`config.mk`:
```
export PLATFORM = sky130hd
export DESIGN_NAME = dirptr_loader
export DESIGN_NICKNAME = d
export VERILOG_FILES = /design/src/rtl/dirptr_loader.sv
export SDC_FILE = /design/constraint.sdc
export NUM_CORES = 1
export LEC_CHECK = 0
export BUFFER_PORTS_ARGS = -buffer_cell sky130_fd_sc_hd__buf_2
export CAP_MARGIN = 10
export CORE_AREA = 8 8 244 246
export DETAILED_ROUTE_END_ITERATION = 6
export DIE_AREA = 0 0 252 254
export GPL_TIMING_DRIVEN = 0
export PLACE_DENSITY_LB_ADDON = 0.2
export SLEW_MARGIN = 20
export SYNTH_ARGS = -nofsm -noshare
export SYNTH_HDL_FRONTEND = slang
export SYNTH_SLANG_ARGS = --single-unit
```
`constraint.sdc`:
```
create_clock -name clk -period 6.4 [get_ports clk]
set_input_delay 0.96 -clock clk [delete_from_list [all_inputs] [get_ports clk]]
set_output_delay 0.96 -clock clk [all_outputs]
set_load 0.01 [all_outputs]
```
`src/rtl/dirptr_loader.sv`:
```
module dirptr_loader #(
  parameter int DW = 64,
  parameter int AW = 32,
  parameter int NENT = 4
) (
  input  logic                     clk,
  input  logic                     rst_n,
  input  logic [1:0]               cur_mode,
  input  logic [DW-1:0]            cur_base,
  input  logic                     mode_wr,
  input  logic [1:0]               mode_next,
  input  logic                     base_wr,
  input  logic [DW-1:0]            base_new,
  input  logic                     ts_wr,
  input  logic [DW-1:0]            ts_base,
  output logic                     mem_req,
  output logic [AW-1:0]            mem_addr,
  input  logic                     mem_rvalid,
  input  logic [DW-1:0]            mem_rdata,
  input  logic [AW-1:0]            lin_addr,
  output logic [DW-1:0]            lookup_entry,
  output logic [NENT-1:0][DW-1:0]  ptr_regs,
  output logic                     busy
);
  localparam int IW = $clog2(NENT);
  localparam int OB = $clog2(DW/8);
  localparam int LB = IW + OB;
  localparam logic [1:0] M_PAE = 2'b10;

  logic [AW-1:LB] tbl;
  logic [IW-1:0]  idx;
  logic [DW-1:0]  tgt;

  wire in_pae = (cur_mode == M_PAE);
  wire t_base = base_wr && in_pae;
  wire t_ts   = ts_wr && in_pae && (ts_base != cur_base);
  wire t_mode = mode_wr && !cur_mode[1] && (mode_next == M_PAE);
  wire trig   = t_base || t_ts || t_mode;
  wire take   = busy && mem_rvalid && !trig;

  assign tgt = t_base ? base_new : (t_ts ? ts_base : cur_base);
  assign mem_req = busy;
  assign mem_addr = {tbl, idx, OB'(0)};
  assign lookup_entry = ptr_regs[lin_addr[AW-1 -: IW]];

  always_ff @(posedge clk) begin
    if (!rst_n) begin
      busy <= 1'b0;
      idx  <= '0;
      tbl  <= '0;
    end else if (trig) begin
      busy <= 1'b1;
      idx  <= '0;
      tbl  <= tgt[AW-1:LB];
    end else if (take) begin
      idx <= idx + 1'b1;
      if (idx == IW'(NENT-1)) busy <= 1'b0;
    end
  end

  for (genvar g = 0; g < NENT; g++) begin : g_ent
    always_ff @(posedge clk) begin
      if (!rst_n) ptr_regs[g] <= '0;
      else if (take && idx == IW'(g)) ptr_regs[g] <= mem_rdata;
    end
  end
endmodule


```
After elaboration in Yosys (flattened, before gate mapping). Index checks and enable logic that the tools add are counted.

$lt $le $gt $ge: 1. Bitwise gates (word level): 1. Eq/ne operators: 6. Muxes and demuxes: 7. Reductions and logical operators: 20. Add/subtract/negate cells: 1.

Operator list (count): binary-select mux 64 bit (select 2 bit) (1); 2-to-1 mux 32 bit (2); 2-to-1 mux 64 bit (1); != test 64 bit (1); logical AND 1 bit (11); equality test 2 bit (second input constant) (4); nonzero test 2 bit (2); less-than comparator 2 x 3 -> 1 bit (second input constant) (1); 2-to-1 mux 1 bit (3); adder 2 x 1 -> 2 bit (second input constant) (1); equality test 2 x 1 -> 1 bit (second input constant) (1); zero test 1 bit (2); zero test 2 bit (1); logical OR 1 bit (2); AND reduction 2 bit (1); OR reduction 2 bit (1); NOT 1 bit (1).

Output and inout bits: 354. Logic and storage cells: 43. Bits in registers: 286.

Depth between registers and ports, before layout.
Depth in word-level cells: 9. Gate-level depth with buffers: 9.

Worst setup path after synthesis. OpenSTA, ideal clock, no wires.

Path kind: input -> output. Start: in lin_addr[31]. End: out lookup_entry[0]. Buffers on the path: 3. Data arrival time: 2.559 ns. Data required time: 5.440 ns. Stages on the path: 4. Slack: 2.881 ns. Cells stage by stage: clkbuf_1 -> clkbuf_1 -> clkbuf_1 -> mux4_2.

Cells in the longest elaborated chain, start to end: 2.

RTL lines: start, declared (RTL line 20) `input logic [AW-1:0] lin_addr,`; binary-select mux 64 bit (select 2 bit) (RTL line 44) `assign lookup_entry = ptr_regs[lin_addr[AW-1 -: IW]];`; 2-to-1 mux 64 bit (implied by the code) (RTL line 44); end, declared (RTL line 21) `output logic [DW-1:0] lookup_entry,`.

No other way between the ends. The select of a mux whose other input is x is not followed.

Worst setup path after layout.
Start: in lin_addr[30]. End: out lookup_entry[62].

Same word-level chain as after synthesis.

==> impl_metrics.sql <==
INSERT INTO impl_metrics (metric_group, metric, value, unit) VALUES
('detailed_routing', 'totalWireLength', '59800', 'microns'),
('die', 'num_rows', '87', ''),
('outcome', 'outcome', 'complete, no violations', ''),
('place', 'gp_congestion', '0.845', ''),
('timing', 'timing.final.crit_share', '68.6', '%'),
('layout', 'fin_util', '33.6', '%'),
('layout', 'areaGrowthSynthToFinish', '36.2', '%'),
('die', 'start_util', '24.7', '%'),
('synth', 'yosys-top-cells-area', 'dfxtp_1 (42%), mux2i_1 (21%), nor2b_1 (12%)', ''),
('worst_setup_path', 'timing.critical_path.buf_inv', '4', ''),
('pwr', 'sw_frac_of_total', '25.6', '%'),
('die', 'dieArea', '64000', 'sq um'),
('timing', 'unrepaired_setup_endpoints_after_global_routing', 'false', ''),
('detailed_routing', 'route.detailed.wl_per_inst', '23.0', 'microns'),
('timing', 'timing.slew.headroom', '28.6', '%'),
('synth', 'post_synth_instance_area', '13700', 'sq um'),
('synth', 'avgSynthCellArea', '11.4', 'sq um'),
('timing', 'achievable-frequency', '228', 'MHz'),
('cts', 'cts-htree-levels', '2', ''),
('pwr', 'peakVddDrop', '166', 'uV'),
('timing', 'worst_clock_skew', '0.0119', 'ns'),
('place', 'count_of_buffers_inserted_at_the_top_level_ports', '578', ''),
('synth', 'ys_types', '28', ''),
('pwr', 'power.net_switching', '0.00108', 'W'),
('cts', 'clock_insertion_delay_worst_skew', '0.55', 'ns'),
('pwr', 'power.internal', '0.00313', 'W'),
('pwr', 'seq_power_share', '43.6', '%'),
('pwr', 'power_leakage', '9.85', 'nW'),
('synth', 'postSynth.asyncResetShare', '0', '%'),
('synth', 'synth.ff_latch_count', '286', ''),
('pwr', 'cellPowerDensity', '225', 'nW/um^2'),
('global_route', 'first_global_vias', '12300', ''),
('synth', 'dominantRegCellSynth', 'dfxtp_1', ''),
('timing', 'finalSetupTns', '0', 'ns'),
('detailed_routing', 'drc', '0', ''),
('global_route', 'maximum_number_of_pins_on_one_net_before_global_route_repair', '13', ''),
('timing', 'final.min_clock_period', '4.39', 'ns'),
('timing', 'timing_worst_slew_pin_value', '1.07', 'ns'),
('synth', 'synth.yosys.warnings', '0', ''),
('cts', 'cts_tree', 'done', ''),
('run', 'cap_viol_max_count', '0', ''),
('worst_setup_path', 'critical_path_required', '5.44', 'ns'),
('worst_setup_path', 'criticalPathCategory', 'in -> out', ''),
('die', 'chipHeight', '254', 'microns'),
('hold_path', 'min_delay_path_class', 'reg -> reg', ''),
('cts', 'clock_tree.buffer_depth', '3', ''),
('worst_setup_path', 'crit_chain', 'buf_2 -> buf_1 -> clkbuf_2 -> mux4_2 -> buf_2', ''),
('synth', 'portion_of_synthesized_cell_area_occupied_by_the_leading_cell_type', '41.7', '%'),
('pwr', 'power_frac_comb', '10.6', '%'),
('detailed_routing', 'routed_via_count', '11600', ''),
('cts', 'post_cts.repair.setup_buffers', '0', ''),
('detailed_routing', 'drt_iter0_drc', '401', ''),
('global_route', 'grtUsageTotal', '17.8', '%'),
('detailed_routing', 'antenna_left', '0', ''),
('synth', 'synth-seq-area-share', '41.7', '%'),
('worst_setup_path', 'cp_max_fo', '10', ''),
('cts', 'clock_sinks', '286', ''),
('worst_setup_path', 'arrival', '3.43', 'ns'),
('worst_setup_path', 'crit_slowest_cell', 'buf_1', ''),
('detailed_routing', 'drtPass1Iterations', '4', ''),
('place', 'dp_hpwl', '46600', 'microns'),
('worst_setup_path', 'worst_setup_path_end_kind', 'primary output', ''),
('worst_setup_path', 'cp_common_cell', 'buf_2', ''),
('die', 'coreArea', '55700', 'sq um'),
('pwr', 'p_clk_share', '45.8', '%'),
('global_route', 'wire_length_of_the_first_global_routing_pass', '85500', 'microns'),
('cts', 'cts_buffer_count', '36', ''),
('synth', 'synth_commonest_cells', 'dfxtp_1 (286), mux2i_1 (284), nor2b_1 (258)', ''),
('cts', 'path_clk_slew', '0.06', 'ns'),
('timing', 'setup-violations-final', '0', ''),
('cts', 'post_cts.resized_instances', '0', '');
-- path summary, 6_finish.rpt --
kind,start,end,slack [ns],depth (start not counted)
min reg2reg,tbl[30],tbl[30],0.46,1
max reg2reg,busy,ptr_regs[248],4.26,7
min,tbl[30],tbl[30],0.46,1
max,lin_addr[30],lookup_entry[62],2.01,5
-- cell type report --
| class | count | area (sq um) |
|---|---|---|
| fill | 5861 | 37000 |
| inverter | 3 | 11.3 |
| clock buffer | 51 | 1020 |
| multi-input combinational | 821 | 7420 |
| tap | 756 | 946 |
| timing repair buffer | 579 | 2910 |
| antenna | 2 | 5.00 |
| clock inverter | 10 | 86.3 |
| buffer | 94 | 592 |
| sequential | 286 | 5730 |
-- power groups by stage --
| stage | registers [W] | clock network, W | logic, W |
|---|---|---|---|
| after floorplan | 0.00188 | 0 | 0.000212 |
| after global placement | 0.00187 | 0 | 0.000448 |
| after detailed placement | 0.00187 | 0 | 0.000453 |
| after CTS | 0.00183 | 0.00200 | 0.000455 |
| after global routing | 0.00183 | 0.00207 | 0.000484 |
| final | 0.00183 | 0.00193 | 0.000446 |
-- layout by cell type (no fill, tap or decap), types with 2 or more instances in the layout --
cell	count
buf_2	586
dfxtp_1	286
mux2i_1	284
nor2b_1	258
mux4_2	64
xor2_1	64
nor2_1	55
clkbuf_1	53
clkbuf_16	36
buf_6	27
nand2b_1	27
a32o_1	27
nor4_1	16
buf_1	6
buf_4	6
clkbuf_8	6
clkinv_2	5
nand4_1	4
o2111ai_1	4
ha_1	4
inv_1	3
clkbuf_2	3
and2_1	3
conb_1	3
diode_2	2
-- flip-flops by register name, summed over array words and instances (netlist names) --
name	count
idx	2
tbl	27
busy	1
ptr_regs	256
-- cells by family (layout without fill, tap and decap cells) --
family | after synthesis | in the layout | synth area share (%)
compound gates | 33 | 33 | 2.35
xor+xnor | 65 | 65 | 4.14
fa+ha+maj | 4 | 4 | 0.364
buf+inv | 97 | 737 | 4.36
flops | 286 | 286 | 41.7
mux | 348 | 348 | 31.2
other cells | 1 | 5 | 0.0273
simple gates | 368 | 368 | 15.9
-- per-stage QoR --
step / worst slack [ns] / instances / power, W / cell area (sq um) / hold WS [ns]
global route: 1.83 / 2602 / 0.00439 / 18700 / 0.482
detailed placement: 1.89 / 2539 / 0.00232 / 17600 / 0.455
floorplan: 2.88 / 1204 / 0.00209 / 13700 / 0.510
CTS: 1.90 / 2600 / 0.00429 / 18700 / 0.470
global placement: 0.783 / 2538 / 0.00232 / 17600 / 0.447
finish: 2.01 / 2602 / 0.00421 / 18700 / 0.464
-- metal layers --
metal / vias to the layer above / part of all wire (%) / track usage (%)
met5: - / 0.18 / 0
met3: 75 / 6.4 / 4.54
li1: 5439 / - / -
met4: 16 / 2.0 / 4.66
met1: 5715 / 44 / 23.0
met2: 359 / 47 / 29.4
-- worst register-to-register path, stage by stage, from the launching register on --
cell and delay, ns:
dfxtp_1 0.36, and2_1 0.16, buf_1 0.17, o2111ai_1 0.19
buf_2 0.54, buf_6 0.32, mux2i_1 0.23, nor2b_1 0.06
Note: power is estimated with default switching activity, not from simulation.
